`config.mk`:
```
export PLATFORM = sky130hd
export DESIGN_NAME = glyph_expander
export DESIGN_NICKNAME = d
export VERILOG_FILES = /design/src/rtl/glyph_pkg.sv /design/src/rtl/glyph_ctrl.sv /design/src/rtl/glyph_dp.sv /design/src/rtl/glyph_expander.sv
export SDC_FILE = /design/constraint.sdc
export NUM_CORES = 1
export LEC_CHECK = 0
export BUFFER_PORTS_ARGS = -buffer_cell sky130_fd_sc_hd__clkbuf_2
export CAP_MARGIN = 20
export CORE_UTILIZATION = 42
export CTS_BUF_LIST = sky130_fd_sc_hd__clkbuf_16
export CTS_CLUSTER_DIAMETER = 80
export DETAILED_ROUTE_END_ITERATION = 7
export GPL_ROUTABILITY_DRIVEN = 0
export SLEW_MARGIN = 25
export SYNTH_ARGS = -nofsm -noshare
export SYNTH_HDL_FRONTEND = slang
export SYNTH_SLANG_ARGS = --single-unit
export TNS_END_PERCENT = 50
```
`constraint.sdc`:
```
create_clock -name clk -period 13 [get_ports clk]
set_input_delay 1.3 -clock clk [delete_from_list [all_inputs] [get_ports clk]]
set_output_delay 1.3 -clock clk [all_outputs]
set_load 0.02 [all_outputs]
```
`src/rtl/glyph_pkg.sv`:
```
package glyph_pkg;
  localparam int COL_W = 11;
  localparam int ROW_W = 5;
  localparam int IDX_W = 6;

  typedef enum logic [1:0] {S_LOAD, S_CHECK, S_RUN} state_t;

  typedef struct packed {
    logic             loadWord;
    logic [IDX_W-1:0] wordIdx;
    logic             pixWe;
    logic             rowFirst;
    logic [ROW_W-1:0] row;
    logic [COL_W-1:0] col;
  } strobe_t;
endpackage

```
`src/rtl/glyph_ctrl.sv`:
```
module glyph_ctrl
  import glyph_pkg::*;
#(
  parameter int PKT_WORDS = 33,
  parameter int ROWS      = 22
) (
  input  logic             clk,
  input  logic             rst_n,
  input  logic             wordValid,
  input  logic             pktOk,
  input  logic [COL_W-1:0] rowWidth,
  output strobe_t          strb,
  output logic             busy,
  output logic             done
);
  state_t           state;
  logic [IDX_W-1:0] wordCnt;
  logic [ROW_W-1:0] rowCnt;
  logic [COL_W-1:0] colCnt;
  logic             lastCol;

  assign lastCol = (rowWidth == '0) || (colCnt == rowWidth - COL_W'(1));

  always_ff @(posedge clk) begin
    if (!rst_n) begin
      state   <= S_LOAD;
      wordCnt <= '0;
      rowCnt  <= '0;
      colCnt  <= '0;
      done    <= 1'b0;
    end else begin
      done <= 1'b0;
      case (state)
        S_LOAD: begin
          if (wordValid) begin
            if (wordCnt == IDX_W'(PKT_WORDS - 1)) begin
              wordCnt <= '0;
              state   <= S_CHECK;
            end else begin
              wordCnt <= wordCnt + IDX_W'(1);
            end
          end
        end
        S_CHECK: begin
          rowCnt <= '0;
          colCnt <= '0;
          state  <= pktOk ? S_RUN : S_LOAD;
        end
        S_RUN: begin
          if (lastCol) begin
            colCnt <= '0;
            if (rowCnt == ROW_W'(ROWS - 1)) begin
              rowCnt <= '0;
              state  <= S_LOAD;
              done   <= 1'b1;
            end else begin
              rowCnt <= rowCnt + ROW_W'(1);
            end
          end else begin
            colCnt <= colCnt + COL_W'(1);
          end
        end
        default: state <= S_LOAD;
      endcase
    end
  end

  always_comb begin
    strb          = '0;
    strb.loadWord = (state == S_LOAD) && wordValid;
    strb.wordIdx  = wordCnt;
    strb.pixWe    = (state == S_RUN) && (colCnt < rowWidth);
    strb.rowFirst = (state == S_RUN) && (colCnt == '0);
    strb.row      = rowCnt;
    strb.col      = colCnt;
  end

  assign busy = (state != S_LOAD);

  // done is a single-cycle pulse
  p_done_single_r7: assert property (@(posedge clk) disable iff (!rst_n)
    done |=> !done);

  // done only follows a drawing cycle
  p_done_after_run_r7: assert property (@(posedge clk) disable iff (!rst_n)
    done |-> $past(state) == S_RUN);

  // row counter never exceeds the glyph height while drawing
  p_row_bound_r3: assert property (@(posedge clk) disable iff (!rst_n)
    (state == S_RUN) |-> (rowCnt < ROW_W'(ROWS)));

  // a rejected opcode returns straight to loading
  p_reject_r1: assert property (@(posedge clk) disable iff (!rst_n)
    (state == S_CHECK && !pktOk) |=> (state == S_LOAD && !done));
endmodule

```
`src/rtl/glyph_dp.sv`:
```
module glyph_dp
  import glyph_pkg::*;
#(
  parameter int          FB_W      = 1280,
  parameter int          PKT_WORDS = 33,
  parameter int          ADDR_W    = 21,
  parameter logic [31:0] OPCODE    = 32'h0000_0A21
) (
  input  logic              clk,
  input  logic              rst_n,
  input  logic [31:0]       wordData,
  input  strobe_t           strb,
  output logic              pktOk,
  output logic [COL_W-1:0]  rowWidth,
  output logic              fbWe,
  output logic [ADDR_W-1:0] fbAddr,
  output logic [7:0]        fbData,
  output logic [COL_W-1:0]  dirtyX1,
  output logic [COL_W-1:0]  dirtyX2,
  output logic [COL_W-1:0]  dirtyY1,
  output logic [COL_W-1:0]  dirtyY2
);
  localparam int IDX_V1     = 13;
  localparam int IDX_V2     = 14;
  localparam int IDX_FG     = 16;
  localparam int IDX_BG     = 29;
  localparam int IDX_LO     = 4;
  localparam int IDX_HI     = 30;
  localparam int SPLIT_ROWS = 16;
  localparam int GLYPH_W    = 16;
  localparam int X_LSB      = 19;
  localparam int Y_BIAS     = 63;

  logic [31:0] pktMem [PKT_WORDS];

  always_ff @(posedge clk) begin
    if (strb.loadWord) pktMem[strb.wordIdx] <= wordData;
  end

  assign pktOk = (pktMem[0] == OPCODE);

  // vertex decode
  logic [COL_W-1:0] xRaw, x2Raw, xMod, x2Mod;
  logic [9:0]       yVal;
  assign xRaw  = pktMem[IDX_V1][X_LSB +: COL_W];
  assign x2Raw = pktMem[IDX_V2][X_LSB +: COL_W];
  assign xMod  = (xRaw  >= COL_W'(FB_W)) ? xRaw  - COL_W'(FB_W) : xRaw;
  assign x2Mod = (x2Raw >= COL_W'(FB_W)) ? x2Raw - COL_W'(FB_W) : x2Raw;
  assign yVal  = 10'((pktMem[IDX_V1] - 32'(Y_BIAS)) >> 3);
  assign rowWidth = (x2Mod > xMod) ? x2Mod - xMod : '0;

  // bitmap row selection
  logic [IDX_W-1:0] bmIdx;
  logic [31:0]      bmWord;
  logic [15:0]      rowBits;
  logic             pixBit;
  always_comb begin
    if (strb.row < ROW_W'(SPLIT_ROWS))
      bmIdx = IDX_W'(IDX_LO) + IDX_W'(strb.row >> 1);
    else
      bmIdx = IDX_W'(IDX_HI) + IDX_W'((strb.row - ROW_W'(SPLIT_ROWS)) >> 1);
  end
  assign bmWord  = pktMem[bmIdx];
  assign rowBits = strb.row[0] ? bmWord[31:16] : bmWord[15:0];
  assign pixBit  = (strb.col < COL_W'(GLYPH_W)) && rowBits[strb.col[3:0]];

  // write port
  logic [COL_W-1:0] rowY;
  assign rowY   = COL_W'(yVal) + COL_W'(strb.row);
  assign fbWe   = strb.pixWe;
  assign fbData = pixBit ? pktMem[IDX_FG][7:0] : pktMem[IDX_BG][7:0];
  assign fbAddr = ADDR_W'(rowY) * ADDR_W'(FB_W) + ADDR_W'(xMod) + ADDR_W'(strb.col);

  // dirty bounding box
  always_ff @(posedge clk) begin
    if (!rst_n) begin
      dirtyX1 <= '1;
      dirtyX2 <= '0;
      dirtyY1 <= '1;
      dirtyY2 <= '0;
    end else if (strb.rowFirst) begin
      if (xMod  < dirtyX1) dirtyX1 <= xMod;
      if (x2Mod > dirtyX2) dirtyX2 <= x2Mod;
      if (rowY  < dirtyY1) dirtyY1 <= rowY;
      if (rowY  > dirtyY2) dirtyY2 <= rowY;
    end
  end

  // every written pixel carries one of the two packet colours
  p_colour_r5: assert property (@(posedge clk) disable iff (!rst_n)
    fbWe |-> (fbData == pktMem[IDX_FG][7:0] || fbData == pktMem[IDX_BG][7:0]));

  // columns past the glyph width get the background colour
  p_pad_bg_r4: assert property (@(posedge clk) disable iff (!rst_n)
    (fbWe && strb.col >= COL_W'(GLYPH_W)) |-> fbData == pktMem[IDX_BG][7:0]);

  // once a row is recorded the vertical extent is well ordered
  p_dirty_order_r8: assert property (@(posedge clk) disable iff (!rst_n)
    strb.rowFirst |=> dirtyY1 <= dirtyY2);

  // writes stay inside the span
  p_span_r6: assert property (@(posedge clk) disable iff (!rst_n)
    fbWe |-> strb.col < rowWidth);
endmodule

```
`src/rtl/glyph_expander.sv`:
```
module glyph_expander
  import glyph_pkg::*;
#(
  parameter int          FB_W      = 1280,
  parameter int          FB_H      = 1024,
  parameter int          PKT_WORDS = 33,
  parameter int          ROWS      = 22,
  parameter logic [31:0] OPCODE    = 32'h0000_0A21,
  localparam int         ADDR_W    = $clog2(FB_W * (FB_H + ROWS))
) (
  input  logic              clk,
  input  logic              rst_n,
  input  logic              wordValid,
  input  logic [31:0]       wordData,
  output logic              busy,
  output logic              fbWe,
  output logic [ADDR_W-1:0] fbAddr,
  output logic [7:0]        fbData,
  output logic              done,
  output logic [COL_W-1:0]  dirtyX1,
  output logic [COL_W-1:0]  dirtyX2,
  output logic [COL_W-1:0]  dirtyY1,
  output logic [COL_W-1:0]  dirtyY2
);
  strobe_t          strb;
  logic             pktOk;
  logic [COL_W-1:0] rowWidth;

  glyph_ctrl #(.PKT_WORDS(PKT_WORDS), .ROWS(ROWS)) u_ctrl (
    .clk(clk), .rst_n(rst_n), .wordValid(wordValid), .pktOk(pktOk),
    .rowWidth(rowWidth), .strb(strb), .busy(busy), .done(done)
  );

  glyph_dp #(.FB_W(FB_W), .PKT_WORDS(PKT_WORDS), .ADDR_W(ADDR_W), .OPCODE(OPCODE)) u_dp (
    .clk(clk), .rst_n(rst_n), .wordData(wordData), .strb(strb),
    .pktOk(pktOk), .rowWidth(rowWidth), .fbWe(fbWe), .fbAddr(fbAddr),
    .fbData(fbData), .dirtyX1(dirtyX1), .dirtyX2(dirtyX2),
    .dirtyY1(dirtyY1), .dirtyY2(dirtyY2)
  );
endmodule

```
==> impl_results.md, run 1 <==
- Run status: finished, final reports clean
- Starting density of the core: a little over two fifths
- Fill cells: between 7,000 and 8,000
- Actual slew at the worst max-slew pin: about 1.0 ns
- Synth Flop Type: edfxtp_1
- Area share of the leading cell type in the synthesized netlist: around 60%
- Initial antenna violation count: 8
- FF+latch count, synth: roughly 770
- Number of synthesized flops with an enable pin: 704
- Sequential Area: around 23,000 um2
- Worst slew margin: between 30 and 40%
- Post-DP HPWL: 60,400 um
- Crit-path leading delay family: buffers and inverters
- Syn. warnings: 0
- Post-CTS Setup Bufs: 0
- 1st-iter DRT viols: approximately 2,300
- Chip width: 291 um
- Footprint of the multi-input gates: between 10,000 and 15,000 um2
- I/O Pins: about 110
- Sum of negative setup slack: 0 ns
- Worst-Skew Late Latency: approximately 0.67 ns
- Area contributors post-synth: edfxtp_1 60%, mux4_2 6.0%, ha_1 4.3%
- Reg2reg setup slack: between 7 and 8 ns
- Final Total Pwr: a little over 0.005 W
- Tcrit/Tclk final: about two thirds
- Number of global-route vias before repair: between 20,000 and 25,000
- RSZ-0062 raised after global routing: false
- Combinational power share: under 10%
- Critical Path Sink: fbData[3]
- PwrDens: 130 nW/um2
- Largest net degree at the start of global routing: ~120
- Clk_skew: roughly 0.04 ns
- Mapped Area: 35,000 um2
- Worst path bufs/invs: 4
- Placed insts: about 3,500
- Core area: ~82,000 um2
- Type of the worst min-delay path: reg2reg
- Top-count cell post-synth: edfxtp_1
- CTS root buf: clkbuf_16
- Reg2Reg Depth: 20
- TritonCTS clock tree: built
- Fin. Hold Viols: 0
- Gr ovfl total: 0
- Max clock buf depth: 3
- Clock power share: a little under half
- Hold buffer count at cts: 0
- Core Rows: 105
- Clock transition at path regs: 0.06 ns
- Final setup violation count: 0
- Internal: 0.00408 W
- Via count: approximately 22,000
- Worst r2r src: u_dp.pktMem[13][19]
- DR WL met3: a little over 8000 um
- Commonest cells post-synth: 704 x edfxtp_1, 191 x nand2_1, 129 x o21ai_0
- Die Y-Extent: just under 300 um
- Worst-path cell chain: buf_4 -> xor2_4 -> buf_12 -> mux4_2 -> mux4_2 -> nand2b_1 -> a41oi_1 -> o31ai_1 -> nor4_1 -> a311oi_1 -> a41oi_2 -> buf_4 -> mux2_2 -> clkbuf_2
- Residual DRC: 0
- Leading area contributor after synthesis: edfxtp_1
- Layout Cells excl Fill: ~3,700
- Synthesized netlist cell count: 2,439
- First-pass GRT wire length: ~150,000 um
- GRT Overall Usage: approximately a quarter
- Crit path DAT: between 7 and 8 ns
- Max-slew violations: 0
- Maxcap violations: 0
- Reg-to-Reg End: u_ctrl.state[0]
- Critical path endpoint category: output pin
- PortBufs: 110
- 1st-pass router iterations: 5
- Kind of start point of the critical path: flip-flop
- Mapped Nets: 2,600
- P_leak: around 14 nW
- Synth Area per Inst: roughly 14 um2
- WL met2: 49,000 um
- Max VDD drop: around 0.12 mV
- Critical path depth in cells: 14
- CP max FO: 86
- Switching share of power: between 20 and 25%
- Delay of the slowest cell on the worst path: roughly 0.80 ns
- Cts bufs inserted: 83
- Layout cells sized above 1: between 10% and 20%
- Max stage delay cell, worst path: xor2_4
- Psw: roughly 0.0011 W
- Clock Sinks: 773
- Layout area overhead: 13.3%
- Top sig layer: met5
- Vias per std cell: around 6
- Async SR Flop Fraction: 0%
- Die area: about 85,000 um2
- Reg power frac: a little over half
- Critical path origin: u_ctrl.rowCnt[2]
- H-tree levels: 3
- Post-cts gate resize count: 0
- Sequential-to-total area share from yosys stat: between 60 and 70%
- DRT antenna net count: 0
- Total routed wirelength: roughly 100,000 um
- Achievable Freq: roughly 120 MHz
- Critical Path RT: approximately 12 ns
- Hold Crit Depth: 2
- WL/cell: roughly 28 um
- Minimum period implied by the final worst setup slack: 8.54 ns
- DRT met1 WL: around 42,000 um
- Nets@finish: between 2,000 and 3,000
- WS Path Type: reg2out
- Count of different cell masters after synthesis: between 100 and 150
-- metal layers --
layer,up-vias,track usage (%)
met1,11300,32.4
met5,-,0
li1,9754,-
met3,204,4.31
met4,8,8.01
met2,1072,39.5
-- placed cells by master, fill, tap and decap left out, drive strengths merged, types with 18 or more instances in the layout --
| cell type | netlist | final |
|---|---|---|
| clkbuf | 69 | 194 |
| a21o | 22 | 22 |
| a311oi | 20 | 20 |
| o21a | 22 | 22 |
| o2bb2ai | 18 | 18 |
| mux4 | 94 | 94 |
| dfxtp | 69 | 69 |
| mux2i | 53 | 53 |
| xnor2 | 55 | 55 |
| clkinv | 1 | 40 |
| nand3 | 35 | 35 |
| a211oi | 111 | 111 |
| inv | 104 | 120 |
| nor2 | 105 | 105 |
| edfxtp | 704 | 704 |
| nor2b | 34 | 34 |
| nor3 | 28 | 28 |
| nand4 | 21 | 21 |
| buf | 62 | 48 |
| o211ai | 42 | 42 |
| nand2 | 192 | 192 |
| o21ai | 133 | 133 |
| xor2 | 18 | 18 |
| and3 | 23 | 23 |
| a21oi | 73 | 73 |
| ha | 119 | 119 |
-- worst reg2reg max path: stages (launching register included) --
cell,delay [ns]
edfxtp_1,0.66
nor3_2,0.36
a311oi_1,0.13
o21ai_0,0.62
ha_1,0.43
nand4_1,0.10
nor2_1,0.04
nand2_1,0.16
o31ai_4,0.12
nor2_2,0.49
nand2_1,0.22
ha_1,0.34
xnor2_1,0.19
xnor2_1,0.15
a21oi_1,0.23
mux2i_1,0.12
or3_1,0.43
nor4_4,0.29
a41oi_4,0.23
o31a_1,0.35
a221oi_2,0.16
-- metrics by stage --
stage                     hold WS (ns)  cell area (um2)  setup slack, ns  util, %
after floorplan                  0.451            35000             6.93        -
after global routing             0.495            39700             4.22     48.3
after global placement           0.465            36900             5.35     44.9
after CTS                        0.484            39700             4.53     48.3
final                            0.482            39700             4.46     48.3
after detailed placement         0.476            36900             5.26     44.9
-- cells by family (layout without fill, tap and decap cells) --
group	count (synthesis)	in the layout	share of synthesized area [%]
other	0	2	0
AND/OR/NAND/NOR	521	521	7.28
multiplexers	157	157	7.88
AO/OA/AOI/OAI	550	550	11.0
adder cells (fa/ha/maj)	129	129	4.74
flip-flops	773	773	64.3
XOR/XNOR	73	73	1.98
buffers and inverters	236	413	2.82
-- worst min-delay path by stage --
stage / slack, ns / endpoint / startpoint
finish: 0.48 / u_ctrl.state[1] / u_ctrl.state[1]
global route: 0.50 / u_ctrl.state[1] / u_ctrl.state[1]
CTS: 0.48 / u_ctrl.state[1] / u_ctrl.state[1]
detailed placement: 0.48 / u_ctrl.state[1] / u_ctrl.state[1]
global placement: 0.47 / u_ctrl.state[1] / u_ctrl.state[1]
floorplan: 0.45 / u_ctrl.state[1] / u_ctrl.state[1]
-- sequential cells by signal (all words and copies together), names as in the netlist --
name,flops
u_ctrl.colCnt,11
u_ctrl.done,1
u_ctrl.rowCnt,5
u_ctrl.state,2
u_ctrl.wordCnt,6
u_dp.dirtyX1,11
u_dp.dirtyX2,11
u_dp.dirtyY1,11
u_dp.dirtyY2,11
u_dp.pktMem,704
-- power groups by stage --
| stage | Combinational (W) | Sequential, W | Clock (W) |
|---|---|---|---|
| floorplan | 0.0000127 | 0.00278 | 0 |
| global placement | 0.0000590 | 0.00278 | 0 |
| detailed placement | 0.0000617 | 0.00278 | 0 |
| CTS | 0.0000617 | 0.00272 | 0.00239 |
| global route | 0.0000663 | 0.00272 | 0.00248 |
| finish | 0.0000615 | 0.00272 | 0.00236 |
-- cell type report --
class | instances | share of cell area [%]
flip-flops and latches | 773 | 56.8
multi-input cells | 1430 | 29.6
clock buffers | 84 | 5.30
well taps | 1070 | 3.37
repair buffers | 158 | 2.36
clock inverters | 66 | 1.60
inverters | 105 | 0.999
diodes | 2 | 0.0126
Note: power is estimated with default switching activity, not from simulation.
==> inputs of run 2 (changes only) <==
ABC_AREA = 1   (was not set)
clock period = 8.2 ns   (was 13 ns; I/O delays follow)
==> run 2 against run 1 <==
- critical path depth is 6 higher
- global-route usage is 0.34 points lower
- total power is 72% higher
- first-iteration DRC count is 17% higher
- flip-flop and latch count is 46 higher
- synthesized cell count is 32% higher
- critical endpoint is now fbAddr[20]
==> impl_results.md, run 2 <==
- Worst-Skew Late Latency: 0.64 ns (was 0.67 ns)
- Die Y-Extent: 297 um (was 291 um)
- Total routed wirelength: 106,000 um (was 102,000 um)
- Syn. warnings: 0 (unchanged)
- Kind of start point of the critical path: flip-flop (unchanged)
- Cts bufs inserted: 86 (was 83)
- Clock transition at path regs: 0.06 ns (about the same)
- Worst slew margin: 30.1% (was 31.2%)
- Actual slew at the worst max-slew pin: 1.05 ns (was 1.03 ns)
- TritonCTS clock tree: built (unchanged)
- Tcrit/Tclk final: ~83%
- Max clock buf depth: 3 (unchanged)
- Clk_skew: 0.0318 ns (was 0.0402 ns)
- Synth Flop Type: edfxtp_1 (unchanged)
- Clock power share: 42.5% (was 45.8%)
- Crit path DAT: 5.97 ns (was 7.24 ns)
- First-pass GRT wire length: 158,000 um (was 149,000 um)
- Starting density of the core: 42.7% (was 42.6%)
- 1st-pass router iterations: 6 (was 5)
- Pre-CTS setup slack: 2.03 ns (was 5.26 ns)
- Core area: 85,800 um2 (was 82,200 um2)
- Async SR Flop Fraction: 0% (unchanged)
- FF+latch count, synth: 819 (was 773)
- Maxcap violations: 0 (unchanged)
- Largest net degree at the start of global routing: 110 (was 115)
- Residual DRC: 0 (unchanged)
- Sequential-to-total area share from yosys stat: 65.3% (was 64.3%)
- Most common cell after layout, fill and taps aside: edfxtp_1 (unchanged)
- Post-CTS Setup Bufs: 0 (unchanged)
- PortBufs: 110 (unchanged)
- Mapped Nets: 3,381 (was 2,600)
- Run status: finished, final reports clean (unchanged)
- Max-slew violations: 0 (unchanged)
- Switching share of power: 22.4% (was 20.8%)
- Top-count cell post-synth: edfxtp_1 (unchanged)
- Vias per std cell: 5.66 (was 6.06)
- Via count: 25,600 (was 22,400)
- Initial antenna violation count: 4 (was 8)
- Synth Area per Inst: 11.4 um2 (was 14.4 um2)
- Max reg flops: 750 (was 704)
- Psw: 0.00199 W (was 0.00107 W)
- WS Path Type: reg2out (unchanged)
- Hold_ws: 0.490 ns (was 0.482 ns)
- Critical path endpoint category: output pin (unchanged)
- Hold buffer count at cts: 0 (unchanged)
- Number of global-route vias before repair: 24,100 (was 22,100)
- CP max FO: 107 (was 86)
- Minimum period implied by the final worst setup slack: roughly 6.8 ns
- Mapped Area: 36,600 um2 (was 35,000 um2)
- Nets@finish: 3,459 (was 2,712)
- Number of synthesized flops with an enable pin: 750 (was 704)
- Synthesized netlist cell count: 3,220 (was 2,439)
- Sum of negative setup slack: 0 ns (unchanged)
- Die area: 88,400 um2 (was 84,500 um2)
- P_leak: 15.1 nW (was 13.6 nW)
- RSZ-0062 raised after global routing: false (unchanged)
- GRT Overall Usage: 23.7% (was 24.1%)
- Layout area overhead: 12.6% (was 13.3%)
- Combinational power share: 5.3% (was 1.2%)
- Layout cells sized above 1: 10.5% (was 17.3%)
- DRT antenna net count: 0 (unchanged)
- Commonest cells post-synth: 750 x edfxtp_1, 668 x nand2_1, 346 x nand3_1 (was 704 x edfxtp_1, 191 x nand2_1, 129 x o21ai_0)
- WL/cell: 23.6 um (was 27.6 um)
- Max VDD drop: 0.146 mV (was 0.123 mV)
- Leading area contributor after synthesis: edfxtp_1 (unchanged)
- Largest register by flop count: u_dp.pktMem (unchanged)
- Critical Path RT: 7.38 ns (was 11.70 ns)
- Type of the worst min-delay path: reg2reg (unchanged)
- Chip width: 297 um (was 291 um)
- Core Rows: 107 (was 105)
- Placed insts: 4,354 (was 3,536)
- Internal: 0.00687 W (was 0.00408 W)
- Area share of the leading cell type in the synthesized netlist: 61.5% (was 60.4%)
- PwrDens: 215 nW/um2 (was 130 nW/um2)
- Gr ovfl total: 0 (unchanged)
- Clock Sinks: 819 (was 773)
- Core Util, Final: 48.1% (was 48.3%)
- Layout Cells excl Fill: 4,513 (was 3,688)
- Post-DP HPWL: 62,900 um (was 60,400 um)
- Final setup violation count: 0 (unchanged)
- Post-cts gate resize count: 0 (unchanged)
- 1st-iter DRT viols: 2,730 (was 2,340)
- Reg power frac: 52.2% (was 53.0%)
- Fin. Hold Viols: 0 (unchanged)
- Final Worst Setup Slack: 1.41 ns (was 4.46 ns)
- H-tree levels: 3 (unchanged)
- Area contributors post-synth: edfxtp_1 61%, nand2_1 6.8%, nand3_1 4.7% (was edfxtp_1 60%, mux4_2 6.0%, ha_1 4.3%)
- I/O Pins: 111 (unchanged)
- Achievable Freq: 147 MHz
- CTS root buf: clkbuf_16 (unchanged)
- Most frequent cells in the layout: 750 x edfxtp_1, 667 x nand2_1, 346 x nand3_1, 223 x inv_1, 162 x o21ai_0 (was 704 x edfxtp_1, 189 x nand2_1, 129 x o21ai_0, 119 x ha_1, 115 x inv_1)
- Count of different cell masters after synthesis: 62 (was 104)
run 2: cell count changes in the layout (fill, tap and decap cells not counted), moves of 40 or more:
cell      before  now
a211oi_1     108   10
a21oi_1       73  155
edfxtp_1     704  750
inv_1        115  223
mux2i_1       53    4
mux4_2        94    0
nand2_1      189  667
nand3_1       35  346
nor2_1        80  137
o221ai_1      17  101
xnor2_1       51   11
run 2: final cells by class:
type,count,area (um2)
Multi-Input combinational cell,2017,11400
Clock buffer,87,2180
Antenna cell,2,5.00
Tap cell,1144,1430
Clock inverter,70,517
Sequential cell,819,23900
Fill cell,7621,44600
Timing Repair Buffer,159,968
Inverter,215,820
run 2: final timing paths:
kind | start | cells past startpoint | slack (ns) | to
worst max-delay path | u_ctrl.rowCnt[1] | 20 | 1.41 | fbAddr[20]
worst min-delay path | u_ctrl.state[0] | 2 | 0.49 | u_ctrl.state[0]
worst max register to register | u_ctrl.rowCnt[1] | 17 | 2.65 | u_dp.dirtyY1[6]
worst min register to register | u_ctrl.state[0] | 2 | 0.49 | u_ctrl.state[0]
run 2: cells by family after synthesis:
kind of cell / count (synthesis) / synth area share, %
muxes: 4 / 0.109
and+or+nand+nor: 1264 / 14.9
xor gates and xnor gates: 53 / 1.27
AOI/OAI and AO/OA: 570 / 9.88
DFF: 819 / 65.3
buffers and inverters: 384 / 4.13
adders and majority gates: 126 / 4.45
run 2: critical path, cell delays in order (launching register included):
cell and delay (ns):
dfxtp_4 0.95, inv_8 0.44, fa_1 0.59, o21ai_0 0.30, nand2_1 0.08, nand2_1 0.07
nand2_1 0.06, nand2_1 0.07, inv_1 0.04, nor2_1 0.31, ha_1 0.31, ha_1 0.31
inv_1 0.07, o31ai_1 0.29, xnor2_1 0.16, or3_1 0.43, nor3_1 0.26, nand2_1 0.08
nor2_1 0.12, xor2_1 0.15, clkbuf_2 0.18
run 2: metal layers:
metal	GRT usage, %	wire [um]	up-vias
met5	0	9	-
met4	7.57	3080	2
met3	3.67	7560	164
met2	38.9	50200	996
met1	32.4	45600	12600
li1	-	-	11800
run 2: power by group through the flow:
stage | Combinational (W) | Clock [W] | Sequential (W)
final | 0.000468 | 0.00376 | 0.00462
after global routing | 0.000515 | 0.00397 | 0.00463
after CTS | 0.000468 | 0.00381 | 0.00462
after detailed placement | 0.000467 | 0 | 0.00471
after global placement | 0.000463 | 0 | 0.00471
after floorplan | 0.000267 | 0 | 0.00472
run 2: metrics by stage:
stage | power, W | instance area (um2)
final | 0.00885 | 41200
after floorplan | 0.00498 | 36600
after global routing | 0.00911 | 41200
after CTS | 0.00890 | 41200
after detailed placement | 0.00518 | 38500
after global placement | 0.00517 | 38500
